[config.mk]
export PLATFORM = sky130hd
export DESIGN_NAME = clk_out_ctrl
export DESIGN_NICKNAME = d
export VERILOG_FILES = /design/src/rtl/clk_out_ctrl_pkg.sv /design/src/rtl/clk_out_sync.sv /design/src/rtl/clk_out_decode.sv /design/src/rtl/clk_out_lock_tmr.sv /design/src/rtl/clk_out_gate.sv /design/src/rtl/clk_out_ctrl.sv
export SDC_FILE = /design/constraint.sdc
export NUM_CORES = 1
export LEC_CHECK = 0
export BUFFER_PORTS_ARGS = -buffer_cell sky130_fd_sc_hd__buf_4
export CORE_MARGIN = 4
export CORE_UTILIZATION = 60
export DETAILED_ROUTE_END_ITERATION = 7
export GPL_TIMING_DRIVEN = 0
export PLACE_DENSITY = 0.78
export SLEW_MARGIN = 10
export SYNTH_ARGS = -nofsm -noshare
export SYNTH_HDL_FRONTEND = slang
export SYNTH_SLANG_ARGS = --single-unit
export TNS_END_PERCENT = 10
[constraint.sdc]
create_clock -name ref_clk_i -period 2.6 [get_ports ref_clk_i]
set_input_delay 0.26 -clock ref_clk_i [delete_from_list [all_inputs] [get_ports ref_clk_i]]
set_output_delay 0.26 -clock ref_clk_i [all_outputs]
set_load 0.02 [all_outputs]
[src/rtl/clk_out_ctrl_pkg.sv]
package clk_out_ctrl_pkg;
  typedef struct packed {
    logic main_on;
    logic ref_on;
    logic main_hiz;
    logic ref_hiz;
    logic low_pwr;
  } ctrl_t;

  localparam ctrl_t CTRL_RST = '{main_on: 1'b0, ref_on: 1'b0, main_hiz: 1'b0,
                                 ref_hiz: 1'b0, low_pwr: 1'b1};
endpackage

[src/rtl/clk_out_sync.sv]
module clk_out_sync #(
  parameter int W      = 4,
  parameter int STAGES = 2
) (
  input  logic         clk_i,
  input  logic         rst_ni,
  input  logic [W-1:0] d_i,
  output logic [W-1:0] q_o
);
  logic [W-1:0] stg_q [STAGES];

  always_ff @(posedge clk_i or negedge rst_ni) begin
    if (!rst_ni) begin
      for (int i = 0; i < STAGES; i++) stg_q[i] <= '0;
    end else begin
      stg_q[0] <= d_i;
      for (int i = 1; i < STAGES; i++) stg_q[i] <= stg_q[i-1];
    end
  end

  assign q_o = stg_q[STAGES-1];
endmodule

[src/rtl/clk_out_decode.sv]
module clk_out_decode
  import clk_out_ctrl_pkg::*;
(
  input  logic  clk_i,
  input  logic  rst_ni,
  input  logic  pd_n_s_i,
  input  logic  ren_n_s_i,
  input  logic  test_s_i,
  input  logic  lock_s_i,
  output ctrl_t ctrl_o,
  output logic  waiting_o
);
  logic lock_ok_q, lock_ok_d;

  // lock is sticky from first sighting until the next power-down
  assign lock_ok_d = pd_n_s_i & (lock_ok_q | lock_s_i);
  assign waiting_o = pd_n_s_i & ~lock_ok_d;

  always_ff @(posedge clk_i or negedge rst_ni) begin
    if (!rst_ni) lock_ok_q <= 1'b0;
    else         lock_ok_q <= lock_ok_d;
  end

  always_comb begin
    ctrl_o.main_on  = lock_ok_d;
    ctrl_o.ref_on   = pd_n_s_i & ~ren_n_s_i;
    ctrl_o.main_hiz = test_s_i & ren_n_s_i;
    ctrl_o.ref_hiz  = pd_n_s_i & ren_n_s_i;
    ctrl_o.low_pwr  = ~pd_n_s_i;
  end
endmodule

[src/rtl/clk_out_lock_tmr.sv]
module clk_out_lock_tmr #(
  parameter int TMO = 71590
) (
  input  logic clk_i,
  input  logic rst_ni,
  input  logic waiting_i,
  output logic fail_o
);
  localparam int CW = (TMO > 1) ? $clog2(TMO) : 1;
  localparam logic [CW-1:0] LAST = CW'(TMO - 1);

  logic [CW-1:0] cnt_q;
  logic          fail_q;

  always_ff @(posedge clk_i or negedge rst_ni) begin
    if (!rst_ni) begin
      cnt_q  <= '0;
      fail_q <= 1'b0;
    end else if (!waiting_i) begin
      cnt_q  <= '0;
      fail_q <= 1'b0;
    end else begin
      if (cnt_q != LAST) cnt_q <= cnt_q + 1'b1;
      else               fail_q <= 1'b1;
    end
  end

  assign fail_o = fail_q;
endmodule

[src/rtl/clk_out_gate.sv]
module clk_out_gate
  import clk_out_ctrl_pkg::*;
#(
  parameter int PIPE = 1
) (
  input  logic  clk_i,
  input  logic  rst_ni,
  input  ctrl_t ctrl_i,
  input  logic  main_lvl_i,
  input  logic  ref_lvl_i,
  output logic  main_en_o,
  output logic  main_oe_o,
  output logic  ref_en_o,
  output logic  ref_oe_o,
  output logic  low_power_o
);
  ctrl_t dly;

  generate
    if (PIPE == 0) begin : g_nopipe
      assign dly = ctrl_i;
    end else begin : g_pipe
      ctrl_t pipe_q [PIPE];
      always_ff @(posedge clk_i or negedge rst_ni) begin
        if (!rst_ni) begin
          for (int i = 0; i < PIPE; i++) pipe_q[i] <= CTRL_RST;
        end else begin
          pipe_q[0] <= ctrl_i;
          for (int i = 1; i < PIPE; i++) pipe_q[i] <= pipe_q[i-1];
        end
      end
      assign dly = pipe_q[PIPE-1];
    end
  endgenerate

  ctrl_t out_q;

  always_ff @(posedge clk_i or negedge rst_ni) begin
    if (!rst_ni) begin
      out_q <= CTRL_RST;
    end else begin
      out_q.main_hiz <= dly.main_hiz;
      out_q.ref_hiz  <= dly.ref_hiz;
      out_q.low_pwr  <= dly.low_pwr;
      // gate moves only in the low phase: no runt pulses
      if (!main_lvl_i) out_q.main_on <= dly.main_on;
      if (!ref_lvl_i)  out_q.ref_on  <= dly.ref_on;
    end
  end

  assign main_en_o   = out_q.main_on;
  assign ref_en_o    = out_q.ref_on;
  assign main_oe_o   = ~out_q.main_hiz;
  assign ref_oe_o    = ~out_q.ref_hiz;
  assign low_power_o = out_q.low_pwr;
endmodule

[src/rtl/clk_out_ctrl.sv]
module clk_out_ctrl
  import clk_out_ctrl_pkg::*;
#(
  parameter int SYNC_STAGES = 2,
  parameter int EN_DLY      = 4,
  parameter int REF_KHZ     = 14318,
  parameter int LOCK_MS     = 5
) (
  input  logic ref_clk_i,
  input  logic rst_ni,
  input  logic pd_ni,
  input  logic ref_en_ni,
  input  logic test_i,
  input  logic pll_lock_i,
  input  logic main_lvl_i,
  input  logic ref_lvl_i,
  output logic main_en_o,
  output logic main_oe_o,
  output logic ref_en_o,
  output logic ref_oe_o,
  output logic low_power_o,
  output logic lock_fail_o
);
  localparam int PIPE = EN_DLY - SYNC_STAGES - 1;
  localparam int TMO  = REF_KHZ * LOCK_MS;

  logic [3:0] pins_s;
  ctrl_t      ctrl;
  logic       waiting;

  clk_out_sync #(.W(4), .STAGES(SYNC_STAGES)) u_sync (
    .clk_i  (ref_clk_i),
    .rst_ni (rst_ni),
    .d_i    ({pd_ni, ref_en_ni, test_i, pll_lock_i}),
    .q_o    (pins_s)
  );

  clk_out_decode u_dec (
    .clk_i     (ref_clk_i),
    .rst_ni    (rst_ni),
    .pd_n_s_i  (pins_s[3]),
    .ren_n_s_i (pins_s[2]),
    .test_s_i  (pins_s[1]),
    .lock_s_i  (pins_s[0]),
    .ctrl_o    (ctrl),
    .waiting_o (waiting)
  );

  clk_out_lock_tmr #(.TMO(TMO)) u_tmr (
    .clk_i     (ref_clk_i),
    .rst_ni    (rst_ni),
    .waiting_i (waiting),
    .fail_o    (lock_fail_o)
  );

  clk_out_gate #(.PIPE(PIPE)) u_gate (
    .clk_i       (ref_clk_i),
    .rst_ni      (rst_ni),
    .ctrl_i      (ctrl),
    .main_lvl_i  (main_lvl_i),
    .ref_lvl_i   (ref_lvl_i),
    .main_en_o   (main_en_o),
    .main_oe_o   (main_oe_o),
    .ref_en_o    (ref_en_o),
    .ref_oe_o    (ref_oe_o),
    .low_power_o (low_power_o)
  );
endmodule

==> flow_metrics.py <==
metrics = {
    "route": {
        "wirelength_mm": 2.43,
        "first_pass_iters": 4,
        "drc": 0,
        "ant_nets": 0,
        "dr.first_iter.drc_count": 22,
        "vias": 1024,
        "wl_met3_um": 168,
        "avgViaCountPerCell": 5.75,
        "maxUsedRoutingLayer": "met4",
        "wire_per_inst_um": 13.7,
        "wl_met1_mm": 1.05,
        "met2WireLength_mm": 1.19,
    },
    "outcome": {
        "status": "finished, final reports clean",
    },
    "logic_synthesis": {
        "synth-edff-count": 0,
        "syn_area_per_cell_um2": 11.5,
        "syn_inst": 128,
        "synth_top_area_share_pct": 57.9,
        "synthesis.nets": 138,
        "synth-warning-count": 0,
        "synth-seq-cells": 36,
        "syn_area_um2": 1470,
        "synth_cell_types": 30,
        "synth-main-ff-cell": "dfrtp_1",
        "seq_area_frac_synth_pct": 61.5,
        "synth.largest_area_cell": "dfrtp_1",
        "yosys-top-cells-count": "dfrtp_1, nor2_1, nand3_1",
        "ys_top_cells_by_area": "dfrtp_1, dfstp_2, nor2_1",
        "synthArstFlopShare_pct": 100,
        "yosysMostFrequentCell": "dfrtp_1",
    },
    "clock_network": {
        "cts_tree": "yes",
        "clockBufferDepth": 2,
        "clockRootBuffer": "clkbuf_4",
        "cts.clk_slew.worst_paths_ns": 0.10,
        "numCtsBuffers": 5,
        "post_cts_buffers": 0,
        "cts_resized": 0,
        "cts.sinks": 36,
        "postCtsHoldBufs": 1,
        "insertion_delay_ns": 0.32,
        "h-tree-depth": 2,
    },
    "global_route": {
        "gr-total-overflow": 0,
        "grtUsageTotal_pct": 17.6,
        "grt_max_degree": 37,
        "first_global_vias": 1090,
        "antenna_found_initial": 0,
        "grt_pass1_wl_mm": 4.44,
    },
    "sta": {
        "setup_violations": 0,
        "fin_crit_sh_pct": 63.4,
        "final_hold_viol_count": 0,
        "rsz0062_at_grt": "no",
        "skew_ns": 0.00593,
        "finalWorstPathRequiredPeriod_ns": 1.65,
        "holdWs_ns": 0.0405,
        "setup_tns_ns": 0,
        "drv_slew": 0,
        "slew_headroom_pct": 66.2,
        "max_slew.worst_pin.slew_ns": 0.504,
        "fmax_mhz": 607,
    },
    "floorplan": {
        "io_pins": 14,
        "num_rows": 17,
        "die-area_um2": 3300,
        "dieHeight_um": 57.5,
        "fp.dieW_um": 57.5,
        "start_util_pct": 64.5,
        "coreArea_um2": 2280,
    },
    "setup_path": {
        "slowest_delay_ns": 0.47,
        "critPathMaxFanout": 8,
        "r2r_cells": 4,
        "end_kind": "register",
        "worstPathCellList": "nand3_4, or3_4, or3_1, a21oi_1",
        "worst-path-stages": 4,
        "crit_buf_inv": 0,
        "start_kind": "register",
        "crit_family": "simple AND/OR/NAND/NOR gates",
        "cp_slowest_cell": "dfrtp_1",
        "critPathKind": "reg2reg",
        "cp.arrival_ns": 1.90,
        "required_ns": 2.85,
    },
    "hold_path": {
        "min_path_cells": 1,
        "min_path_type": "in2reg",
    },
    "cells_and_area": {
        "drive_gt1_share_pct": 20.0,
        "antenna_cells": 0,
        "nFillCells": 164,
        "multi_input_area_um2": 539,
        "finish.utilization_pct": 74.2,
        "nets": 159,
        "regArea_um2": 903,
        "syn2layout_area_growth_pct": 14.9,
    },
    "power_and_ir_drop": {
        "p_comb_share_pct": 5.1,
        "switching_share_pct": 20.7,
        "clockPowerShare_pct": 36.9,
        "p_int_mw": 0.801,
        "cellPowerDensity_nw_per_um2": 599,
        "seq_power_share_pct": 58.0,
        "leakage_nw": 0.716,
        "p_sw_mw": 0.210,
        "peakVddDrop_uv": 599,
    },
    "place": {
        "dp_hpwl_mm": 1.77,
        "place.gp.congestion": 0.870,
        "io_buffers": 13,
    },
    "job": {
        "max_cap_viol_count": 0,
    },
}
-- power groups by stage --
stage               combinational [mW]  clock (mW)  sequential (mW)
floorplan                       0.0158           0            0.600
global placement                0.0501           0            0.596
detailed placement              0.0522           0            0.597
CTS                             0.0534       0.386            0.586
global route                    0.0577       0.410            0.589
finish                          0.0519       0.373            0.586
-- placed cells by master (no fill, tap or decap), types with 2 or more instances in the layout --
| cell | synthesis | final |
|---|---|---|
| nor2_1 | 13 | 13 |
| o21ai_0 | 6 | 6 |
| mux2_2 | 2 | 2 |
| xnor2_1 | 4 | 4 |
| dfstp_2 | 2 | 2 |
| and3_1 | 3 | 3 |
| ha_1 | 2 | 2 |
| o211ai_1 | 2 | 2 |
| clkbuf_4 | 0 | 5 |
| and2_1 | 2 | 2 |
| a21oi_1 | 3 | 3 |
| nand2_1 | 7 | 7 |
| or3_1 | 5 | 5 |
| nor3_1 | 4 | 4 |
| inv_1 | 6 | 6 |
| nand3_1 | 8 | 8 |
| nand4_1 | 3 | 3 |
| nor4_1 | 3 | 3 |
| dfrtp_1 | 34 | 34 |
| xor2_1 | 5 | 5 |
| nor3b_1 | 2 | 2 |
| or3_2 | 2 | 2 |
| clkbuf_1 | 1 | 2 |
| nor4b_1 | 2 | 2 |
| buf_4 | 0 | 13 |
-- stage by stage --
stage,instance area (µm²),worst slack [ns],total power [mW],std cells
floorplan,1470,1.13,0.616,128
global placement,1600,1.05,0.646,169
detailed placement,1600,0.974,0.649,169
CTS,1690,0.967,1.03,178
global route,1690,0.767,1.06,178
finish,1690,0.952,1.01,178
-- cells by family (layout without fill, tap and decap cells) --
logic type | count (synthesis) | count (layout) | synth area share, %
AND/OR/NAND/NOR | 60 | 60 | 23.5
adder cells (fa/ha/maj) | 2 | 2 | 1.70
multiplexers | 2 | 2 | 1.53
buffers and inverters | 7 | 29 | 1.79
flip-flops | 36 | 36 | 61.5
AO/OA/AOI/OAI | 12 | 12 | 4.60
XOR/XNOR | 9 | 9 | 5.37
-- final timing paths --
path                                                end  slack (ns)                        from
setup / recovery            u_tmr.cnt_q[15]$_DFFE_PN0P_        0.95  u_tmr.cnt_q[2]$_DFFE_PN0P_
hold / removal                u_sync.stg_q[7]$_DFF_PN0_        0.04                       pd_ni
setup reg to reg            u_tmr.cnt_q[15]$_DFFE_PN0P_        0.95  u_tmr.cnt_q[2]$_DFFE_PN0P_
hold reg to reg                 u_sync.q_o[3]$_DFF_PN0_        0.35   u_sync.stg_q[7]$_DFF_PN0_
max in group asynchronous       u_gate.dly[0]$_DFF_PN1_        1.87                      rst_ni
min in group asynchronous  u_gate.main_en_o$_DFFE_PN0N_        0.41                      rst_ni
-- sequential cells by signal, indices dropped and copies added, names as in the netlist --
signal,cells
u_gate.out_q,2
u_gate.dly,5
u_tmr.fail_o,1
u_tmr.cnt_q,17
u_gate.main_en_o,1
u_sync.q_o,4
u_sync.stg_q,4
u_gate.low_power_o,1
u_gate.ref_en_o,1
-- layer usage --
metal	vias to the layer above	GRT usage, %
met1	502	21.0
met2	29	29.7
met4	0	5.63
met5	-	0
li1	489	-
met3	4	6.11
-- cell type report --
type                            instances  share of cell area (%)
Clock inverter                          2                    2.08
Buffer                                  1                   0.222
Clock buffer                            6                    2.45
Sequential cell                        36                    53.5
Inverter                                6                    1.33
Timing Repair Buffer                   14                    6.38
Multi-Input combinational cell         85                    31.9
Tap cell                               28                    2.08
-- worst register-to-register path, stage by stage (launching register included) --
cell	delay (ns)
dfrtp_1	0.47
nand3_4	0.15
or3_4	0.43
or3_1	0.36
a21oi_1	0.17
Power figures use the tool's default switching activity.
